### config.mk
export PLATFORM = sky130hd
export DESIGN_NAME = region_guard
export DESIGN_NICKNAME = d
export VERILOG_FILES = /design/src/rtl/region_guard_pkg.sv /design/src/rtl/region_guard_ctrl.sv /design/src/rtl/region_guard_dp.sv /design/src/rtl/region_guard.sv
export SDC_FILE = /design/constraint.sdc
export NUM_CORES = 1
export LEC_CHECK = 0
export BUFFER_PORTS_ARGS = -buffer_cell sky130_fd_sc_hd__buf_2
export CORE_MARGIN = 2
export CORE_UTILIZATION = 35
export CTS_CLUSTER_SIZE = 20
export DETAILED_ROUTE_END_ITERATION = 6
export PLACE_DENSITY = 0.61
export SYNTH_ARGS = -nofsm -noshare
export SYNTH_HDL_FRONTEND = slang
export SYNTH_SLANG_ARGS = --single-unit
### constraint.sdc
create_clock -name clk -period 3.9 [get_ports clk]
set_input_delay 0.195 -clock clk [delete_from_list [all_inputs] [get_ports clk]]
set_output_delay 0.195 -clock clk [all_outputs]
set_load 0.01 [all_outputs]
### src/rtl/region_guard_pkg.sv
package region_guard_pkg;

  localparam int CFG_W    = 32;
  localparam int SIZE_W   = 5;
  localparam int SUB_N    = 8;
  localparam int SUB_IDXW = $clog2(SUB_N);

  localparam logic [SIZE_W-1:0] MIN_EXP = 5'd4;
  localparam logic [SIZE_W-1:0] SUB_MIN_EXP = 5'd7;

  localparam int XN_BIT   = 28;
  localparam int AP_LSB   = 24;
  localparam int TEX_LSB  = 19;
  localparam int SH_BIT   = 18;
  localparam int CA_BIT   = 17;
  localparam int BU_BIT   = 16;
  localparam int SRD_LSB  = 8;
  localparam int EXP_LSB  = 1;
  localparam int EN_BIT   = 0;

  typedef struct packed {
    logic loadHi;
    logic loadLo;
  } regStrobe_t;

endpackage

### src/rtl/region_guard_ctrl.sv
module region_guard_ctrl
  import region_guard_pkg::*;
(
  input  logic       wrEn,
  input  logic [1:0] wrLanes,
  output regStrobe_t strobe
);

  always_comb begin
    strobe.loadLo = wrEn & wrLanes[0];
    strobe.loadHi = wrEn & wrLanes[1];
  end

endmodule

### src/rtl/region_guard_dp.sv
module region_guard_dp
  import region_guard_pkg::*;
#(
  parameter int ADDR_W = 32
)(
  input  logic              clk,
  input  logic              rstN,
  input  regStrobe_t        strobe,
  input  logic [CFG_W-1:0]  wrData,
  output logic [CFG_W-1:0]  rdData,
  input  logic [ADDR_W-1:0] baseAddr,
  input  logic [ADDR_W-1:0] accAddr,
  input  logic              accIsFetch,
  output logic              hit,
  output logic              xnViolation,
  output logic [2:0]        apField,
  output logic [2:0]        texField,
  output logic              shareable,
  output logic              cacheable,
  output logic              bufferable
);

  logic              xnReg;
  logic [2:0]        apReg;
  logic [2:0]        texReg;
  logic              shReg;
  logic              caReg;
  logic              buReg;
  logic [SUB_N-1:0]  srdReg;
  logic [SIZE_W-1:0] expReg;
  logic              enReg;

  logic [SIZE_W-1:0] expIn;
  logic              unusedWrBits;

  assign unusedWrBits = ^{wrData[31:29], wrData[23:22], wrData[7:6]};
  assign expIn = (wrData[EXP_LSB +: SIZE_W] < MIN_EXP) ? MIN_EXP
                                                      : wrData[EXP_LSB +: SIZE_W];

  always_ff @(posedge clk) begin
    if (!rstN) begin
      xnReg  <= 1'b0;
      apReg  <= '0;
      texReg <= '0;
      shReg  <= 1'b0;
      caReg  <= 1'b0;
      buReg  <= 1'b0;
      srdReg <= '0;
      expReg <= '0;
      enReg  <= 1'b0;
    end else begin
      if (strobe.loadHi) begin
        xnReg  <= wrData[XN_BIT];
        apReg  <= wrData[AP_LSB +: 3];
        texReg <= wrData[TEX_LSB +: 3];
        shReg  <= wrData[SH_BIT];
        caReg  <= wrData[CA_BIT];
        buReg  <= wrData[BU_BIT];
      end
      if (strobe.loadLo) begin
        srdReg <= wrData[SRD_LSB +: SUB_N];
        expReg <= expIn;
        enReg  <= wrData[EN_BIT];
      end
    end
  end

  always_comb begin
    rdData = '0;
    rdData[XN_BIT]             = xnReg;
    rdData[AP_LSB +: 3]        = apReg;
    rdData[TEX_LSB +: 3]       = texReg;
    rdData[SH_BIT]             = shReg;
    rdData[CA_BIT]             = caReg;
    rdData[BU_BIT]             = buReg;
    rdData[SRD_LSB +: SUB_N]   = srdReg;
    rdData[EXP_LSB +: SIZE_W]  = expReg;
    rdData[EN_BIT]             = enReg;
  end

  // Per-bit compare mask: bits above the exponent must match the base.
  logic [ADDR_W-1:0] cmpMask;
  for (genvar g = 0; g < ADDR_W; g++) begin : gMask
    assign cmpMask[g] = (32'(g) > 32'(expReg));
  end

  logic              baseMatch;
  logic [SUB_IDXW-1:0] subIdx;
  logic              subOff;

  assign baseMatch = (((accAddr ^ baseAddr) & cmpMask) == '0);
  assign subIdx    = SUB_IDXW'(accAddr >> (expReg - 5'd2));
  assign subOff    = (expReg >= SUB_MIN_EXP) && srdReg[subIdx];

  assign hit         = enReg && baseMatch && !subOff;
  assign xnViolation = hit && accIsFetch && xnReg;

  assign apField    = apReg;
  assign texField   = texReg;
  assign shareable  = shReg;
  assign cacheable  = caReg;
  assign bufferable = buReg;

  assert_no_hit_when_off_R6: assert property (@(posedge clk) disable iff (!rstN)
    !enReg |-> !hit);

  assert_xn_needs_fetch_R9: assert property (@(posedge clk) disable iff (!rstN)
    xnViolation |-> (hit && accIsFetch && rdData[XN_BIT]));

  assert_exp_floor_R4: assert property (@(posedge clk) disable iff (!rstN)
    strobe.loadLo |=> (rdData[EXP_LSB +: SIZE_W] >= MIN_EXP));

  assert_lo_kept_R3: assert property (@(posedge clk) disable iff (!rstN)
    (strobe.loadHi && !strobe.loadLo) |=> $stable(rdData[15:0]));

  assert_hi_kept_R3: assert property (@(posedge clk) disable iff (!rstN)
    (strobe.loadLo && !strobe.loadHi) |=> $stable(rdData[31:16]));

  assert_hit_in_window_R5: assert property (@(posedge clk) disable iff (!rstN)
    hit |-> (((64'(accAddr) ^ 64'(baseAddr)) >> (32'(expReg) + 1)) == 64'd0));

endmodule

### src/rtl/region_guard.sv
module region_guard
  import region_guard_pkg::*;
#(
  parameter int ADDR_W = 32
)(
  input  logic              clk,
  input  logic              rstN,
  input  logic              wrEn,
  input  logic [1:0]        wrLanes,
  input  logic [31:0]       wrData,
  output logic [31:0]       rdData,
  input  logic [ADDR_W-1:0] baseAddr,
  input  logic [ADDR_W-1:0] accAddr,
  input  logic              accIsFetch,
  output logic              hit,
  output logic              xnViolation,
  output logic [2:0]        apField,
  output logic [2:0]        texField,
  output logic              shareable,
  output logic              cacheable,
  output logic              bufferable
);

  regStrobe_t strobe;

  region_guard_ctrl u_ctrl (
    .wrEn    (wrEn),
    .wrLanes (wrLanes),
    .strobe  (strobe)
  );

  region_guard_dp #(.ADDR_W(ADDR_W)) u_dp (
    .clk         (clk),
    .rstN        (rstN),
    .strobe      (strobe),
    .wrData      (wrData),
    .rdData      (rdData),
    .baseAddr    (baseAddr),
    .accAddr     (accAddr),
    .accIsFetch  (accIsFetch),
    .hit         (hit),
    .xnViolation (xnViolation),
    .apField     (apField),
    .texField    (texField),
    .shareable   (shareable),
    .cacheable   (cacheable),
    .bufferable  (bufferable)
  );

endmodule

=== Yosys cells after proc, flatten, opt, wreduce, memory -nomap -nowiden ===
Index checks and enable logic that the tools add are counted.

* Logic and storage cells: 59
* Register bits after elaboration: 24
* Latch bits: 0
* Memories: 0
* RAM bits: 0
* Memory bits (read-only): 0

* Multipliers: 0
* Bitwise logic cells: 4
* Equal/unequal tests: 0
* $add $sub $neg: 1
* Multiplexer cells: 3
* Reductions and logical operators: 7
* Divide/modulo/power cells: 0
* Shift operators: 1
* Order comparisons: 34

{| class="wikitable"
|+ Operator list
! cell !! number
|-
| > comparator 5 bit, first input constant || 16
|-
| > comparator 4 x 5 -> 1 bit, first input constant || 8
|-
| AND 32 bit || 1
|-
| logical NOT 32 bit || 1
|-
| >> shifter 32 x 5 -> 3 bit || 1
|-
| bitwise XOR 32 bit || 1
|-
| > comparator 3 x 5 -> 1 bit, first input constant || 4
|-
| > comparator 2 x 5 -> 1 bit, first input constant || 2
|-
| greater-or-equal comparator 5 x 3 -> 1 bit, second input constant || 1
|-
| > comparator 1 x 5 -> 1 bit, first input constant || 1
|-
| logical AND 1 bit || 5
|-
| < comparator 5 x 3 -> 1 bit, second input constant || 1
|-
| 2-to-1 mux 5 bit || 1
|-
| subtractor 5 x 2 -> 5 bit, second input constant || 1
|-
| < comparator 3 x 4 -> 1 bit, second input constant || 1
|-
| binary-select mux 1 bit (select 3 bit) || 1
|-
| AND 1 bit || 2
|-
| logical NOT 1 bit || 1
|-
| 2-to-1 mux 1 bit || 1
|}

=== Depth between registers and ports, before layout ===
* Word-level depth: 9
* Gate-level depth with buffers: 13
* Gate-level depth less buffers: 9

=== Modules after synthesis ===
From an unflattened synthesis, not the netlist that was laid out.

* Cell total of the unflattened synthesis: 294
* Area, all modules: 2865.2 um^2

{| class="wikitable"
|+ Modules (own cells, without submodules)
! module !! times used !! seq. area each (um^2) !! area each (um^2) !! cells each
|-
| region_guard_dp || 1 || 480.5 || 2852.7 || 292
|-
| region_guard_ctrl || 1 || 0.0 || 12.5 || 2
|}

=== Worst setup path after synthesis ===
OpenSTA, ideal clock, no wires.

* Path kind: reg2out
* From: reg u_dp.expReg[1]
* To: out xnViolation
* Arrival: 3194 ps
* Stages on the path, launching flop included: 14
* Path buffers: 4
* Path slack: 511 ps
* Path through: dfxtp_1 buf_4 buf_6 clkinv_1 ha_1 buf_2 buf_2 mux4_2 mux2i_1 a32oi_2 nand2_1 mux2_2 or3_4 a311oi_2

* Longest elaborated chain between the ends: 9
* Elaborated cells between the ends (all ways): 44

{| class="wikitable"
|+ Ends and longest elaborated chain
! item !! line !! RTL
|-
| start, declared || region_guard_dp.sv:30 || <nowiki>logic [SIZE_W-1:0] expReg;</nowiki>
|-
| start signal, assigned || region_guard_dp.sv:62 || <nowiki>expReg <= expIn;</nowiki>
|-
| subtractor 5 x 2 -> 5 bit || region_guard_dp.sv:92 || <nowiki>assign subIdx = SUB_IDXW'(accAddr >> (expReg - 5'd2));</nowiki>
|-
| >> shifter 32 x 5 -> 3 bit || region_guard_dp.sv:92 ||
|-
| binary-select mux 1 bit (select 3 bit) || region_guard_dp.sv:93 || <nowiki>assign subOff = (expReg >= SUB_MIN_EXP) && srdReg[subIdx];</nowiki>
|-
| 2-to-1 mux 1 bit (not written as such) || region_guard_dp.sv:93 ||
|-
| logical AND 1 bit || region_guard_dp.sv:93 ||
|-
| logical NOT 1 bit || region_guard_dp.sv:95 || <nowiki>assign hit = enReg && baseMatch && !subOff;</nowiki>
|-
| logical AND 1 bit (*) || region_guard_dp.sv:95 ||
|-
| logical AND 1 bit (*) (2 in a row) || region_guard_dp.sv:96 || <nowiki>assign xnViolation = hit && accIsFetch && xnReg;</nowiki>
|-
| end, declared || region_guard.sv:16 || <nowiki>output logic xnViolation,</nowiki>
|}

Every way passes the cells marked *; elsewhere a longest branch is shown, timed or not. The select of a mux whose other input is x is not followed.

=== Worst setup path after layout ===
* From: reg u_dp.expReg[0]
* To: out xnViolation

Same word-level chain as after synthesis.

==> flow_summary_export.csv <==
group,metric,value,unit
power,leakage,1.48,nW
drt,wl_per_cell,16.6,microns
drt,drt_iter0_markers,227,
worst_setup_path,critPathCaptureType,"output port",
worst_setup_path,cp-startpoint,"u_dp.expReg[0]",
cts,cts.sinks,24,
die,die_x,94.5,microns
power,powerDensity,242,nW/um^2
worst_setup_path,critical_path_peak_fanout,40,
power,ir_worst_vdd,0.187,mV
power,intPower,0.568,mW
grt,grt_remaining_overflow,0,
sta,slew_viol_final,0,
placed_design,hpwl,7170,microns
worst_setup_path,worst_setup_path_start_kind,"register",
power,p_seq_frac,0.325,
placed_design,place_congestion,0.964,
sta,finalHoldViolCount,0,
die,initial_core_util,0.355,
worst_setup_path,crit_chain,"and2_1, o21bai_1, a21oi_1, or4_1, o32ai_1, or4b_1, a311oi_2, buf_2",
grt,grt_max_degree,41,
drt,ant_nets,0,
sta,fin_crit_sh,0.945,
worst_setup_path,cpPeakStageDelay,0.90,ns
worst_setup_path,worst_ep_required_time,3.70,ns
worst_setup_path,r2r_slack,2.63,ns
grt,grt_usage,0.192,
flow_run,drv_cap,0,
synthesis,synth_seq_cells,24,
worst_setup_path,r2r_cells,2,
sta,tns,0,ns
worst_setup_path,crit_path_end,"xnViolation",
worst_setup_path,worstPathArrival,3.49,ns
worst_setup_path,worstSetupPathType,"register to output port",
worst_setup_path,r2r-start,"u_dp.expReg[0]",
worst_setup_path,cp_num_cells,8,
cts,clkLatencyLatePin,0.27,ns
cts,cts_setup_buffers,0,
synthesis,synth_seq_area_share,0.167,
synthesis,synthCells,329,
cts,cts_hold_buf,0,
power,clkPwrFrac,0.252,
placed_design,numPortBuffers,127,
power,power.total,0.847,mW
grt,antenna_found_initial,0,
power,switching_share,0.330,
synthesis,synthFlopType,"dfxtp_1",
cts,cts_buffer_depth,2,
die,num_io_pins,145,
drt,drc,0,
cts,cts_root_buffer,"clkbuf_8",
synthesis,synth_area_per_cell,8.72,sq um
synthesis,netlist_area,2870,sq um
sta,fin_worst_skew,0,ns
cts,clkTransAtPathRegs,0.09,ns
sta,timing.fmax,271,MHz
cells_and_area,fillers,873,
drt,drt-pass1-iter-count,5,
die,fp.coreArea,8090,sq um
power,combPwrFrac,0.423,
synthesis,yosysWarnings,0,
drt,avgViaCountPerCell,5.41,
cells_and_area,layout-drive-gt1-share,0.381,
cells_and_area,final_cell_mix,"buf_2, nand2_1, xnor2_1",
cts,cts_tree,"yes",
status,outcome,"finished, final reports clean",
cells_and_area,final_cells,535,
die,rows,33,
worst_setup_path,r2r_end,"u_dp.expReg[0]",
placed_design,placed_cells,531,
cells_and_area,final_common_cell,"buf_2",
cells_and_area,multiInputGateArea,2120,sq um
synthesis,async_reset_ff_frac,0,
power,p_switching,0.280,mW
worst_setup_path,slowest_stage,"dfxtp_2",
die,die_height,94.5,microns
cts,numCtsBuffers,3,
cts,h-tree-depth,1,
grt,grt_pass1_vias,2697,
sta,worst_slew_pin_slew,0.876,ns
drt,wirelength,8860,microns
worst_hold_path,min_path_type,"input pin to register",
synthesis,synth_edf_count,0,
drt,via_count,2897,
cells_and_area,fin_util,0.432,
cells_and_area,nets,537,
cells_and_area,area_growth,21.9,%
worst_setup_path,cp_top_family,"simple AND/OR/NAND/NOR gates",
sta,rsz0062_at_grt,"false",
sta,setup_viol,0,
sta,slew_headroom,0.416,
worst_setup_path,path_buf_inv,1,
cells_and_area,antenna_cells,0,
die,die_area,8940,sq um
synthesis,synth.distinct_cells,65,
cts,cts-resized-gates,0,
sta,period_needed,3.69,ns
grt,grt_pass1_wl,13600,microns
cells_and_area,seqCellArea,482,sq um
## per-layer routing
layer / global-route usage / up-vias / wire [microns]
met4: 0.0205 / 0 / 116
met5: 0 / - / 0
met2: 0.321 / 134 / 4180
met1: 0.273 / 1360 / 3830
li1: - / 1391 / -
met3: 0.0239 / 12 / 729
## state kept, by name, indices dropped and copies added (netlist names)
name and cells:
u_dp.apField 3, u_dp.bufferable 1, u_dp.cacheable 1, u_dp.enReg 1, u_dp.expReg 5, u_dp.shareable 1
u_dp.srdReg 8, u_dp.texField 3, u_dp.xnReg 1
## Yosys cell counts (3+ instances only)
cell / count / share of area
nand2_1: 62 / 0.081
xnor2_1: 29 / 0.089
buf_4: 24 / 0.063
dfxtp_1: 24 / 0.17
a21boi_0: 23 / 0.060
mux4_2: 14 / 0.11
a21oi_1: 10 / 0.017
clkbuf_1: 9 / 0.012
a31oi_1: 8 / 0.017
mux2i_1: 8 / 0.028
mux4_1: 8 / 0.073
nor2_1: 8 / 0.010
o21ai_0: 7 / 0.012
nand3_1: 6 / 0.010
buf_2: 5 / 0.0087
a211oi_1: 4 / 0.010
ha_1: 4 / 0.017
nor3_1: 4 / 0.0070
a21o_1: 3 / 0.0078
and2_1: 3 / 0.0065
buf_6: 3 / 0.012
inv_1: 3 / 0.0039
nand3b_1: 3 / 0.0078
o211ai_1: 3 / 0.0078
o22ai_1: 3 / 0.0065
xor2_1: 3 / 0.0092
## power groups by stage
stage | Clock (mW) | Sequential [mW] | Combinational [mW]
after floorplan | 0 | 0.276 | 0.248
after global placement | 0 | 0.281 | 0.353
after detailed placement | 0 | 0.281 | 0.356
after CTS | 0.218 | 0.276 | 0.357
after global routing | 0.227 | 0.278 | 0.392
final | 0.214 | 0.275 | 0.358
## stage by stage
| step | setup WS [ns] | hold slack [ns] | area (sq um) |
|---|---|---|---|
| 2_1_floorplan | 0.511 | 0.340 | 2900 |
| 3_3_place_gp | 0.505 | 0.445 | 3430 |
| 3_5_place_dp | 0.523 | 0.452 | 3430 |
| 4_1_cts | 0.221 | 0.165 | 3500 |
| 5_1_grt | 0.0106 | 0.175 | 3500 |
| 6_report | 0.214 | 0.165 | 3500 |
## final cells by class
type | count | share of cell area
Tap cell | 105 | 0.0376
Timing Repair Buffer | 133 | 0.195
Inverter | 4 | 0.00429
Sequential cell | 24 | 0.138
Clock inverter | 1 | 0.00858
Multi-Input combinational cell | 265 | 0.606
Clock buffer | 3 | 0.0118
## worst register-to-register path, delay by kind of cell, from the launching register on
kind / cells / cell delay (ns)
AO/OA/AOI/OAI: 1 / 0.18
flip-flops: 1 / 0.90
AND/OR/NAND/NOR: 1 / 0.12
## cells by family (layout without fill, tap and decap cells)
group                      after synthesis  in the layout  synth area share
adders and majority gates                4              4            0.0174
other                                    1              8           0.00131
DFF                                     24             24             0.167
xor gates and xnor gates                33             33             0.103
and+or+nand+nor                        104            104             0.171
muxes                                   33             33             0.224
AOI/OAI and AO/OA                       83             83             0.212
buffers and inverters                   47            141             0.103
## how the worst min path moves through the flow
| stage | startpoint | to | slack [ns] | cells after the start |
|---|---|---|---|---|
| floorplan | wrData[24] | u_dp.apField[0] | 0.34 | 2 |
| global placement | wrData[15] | u_dp.srdReg[7] | 0.45 | 3 |
| detailed placement | wrData[24] | u_dp.apField[0] | 0.45 | 3 |
| CTS | wrData[28] | u_dp.xnReg | 0.16 | 3 |
| global route | wrData[0] | u_dp.enReg | 0.18 | 3 |
| finish | wrData[28] | u_dp.xnReg | 0.16 | 3 |
Note: power is estimated with default switching activity, not from simulation.
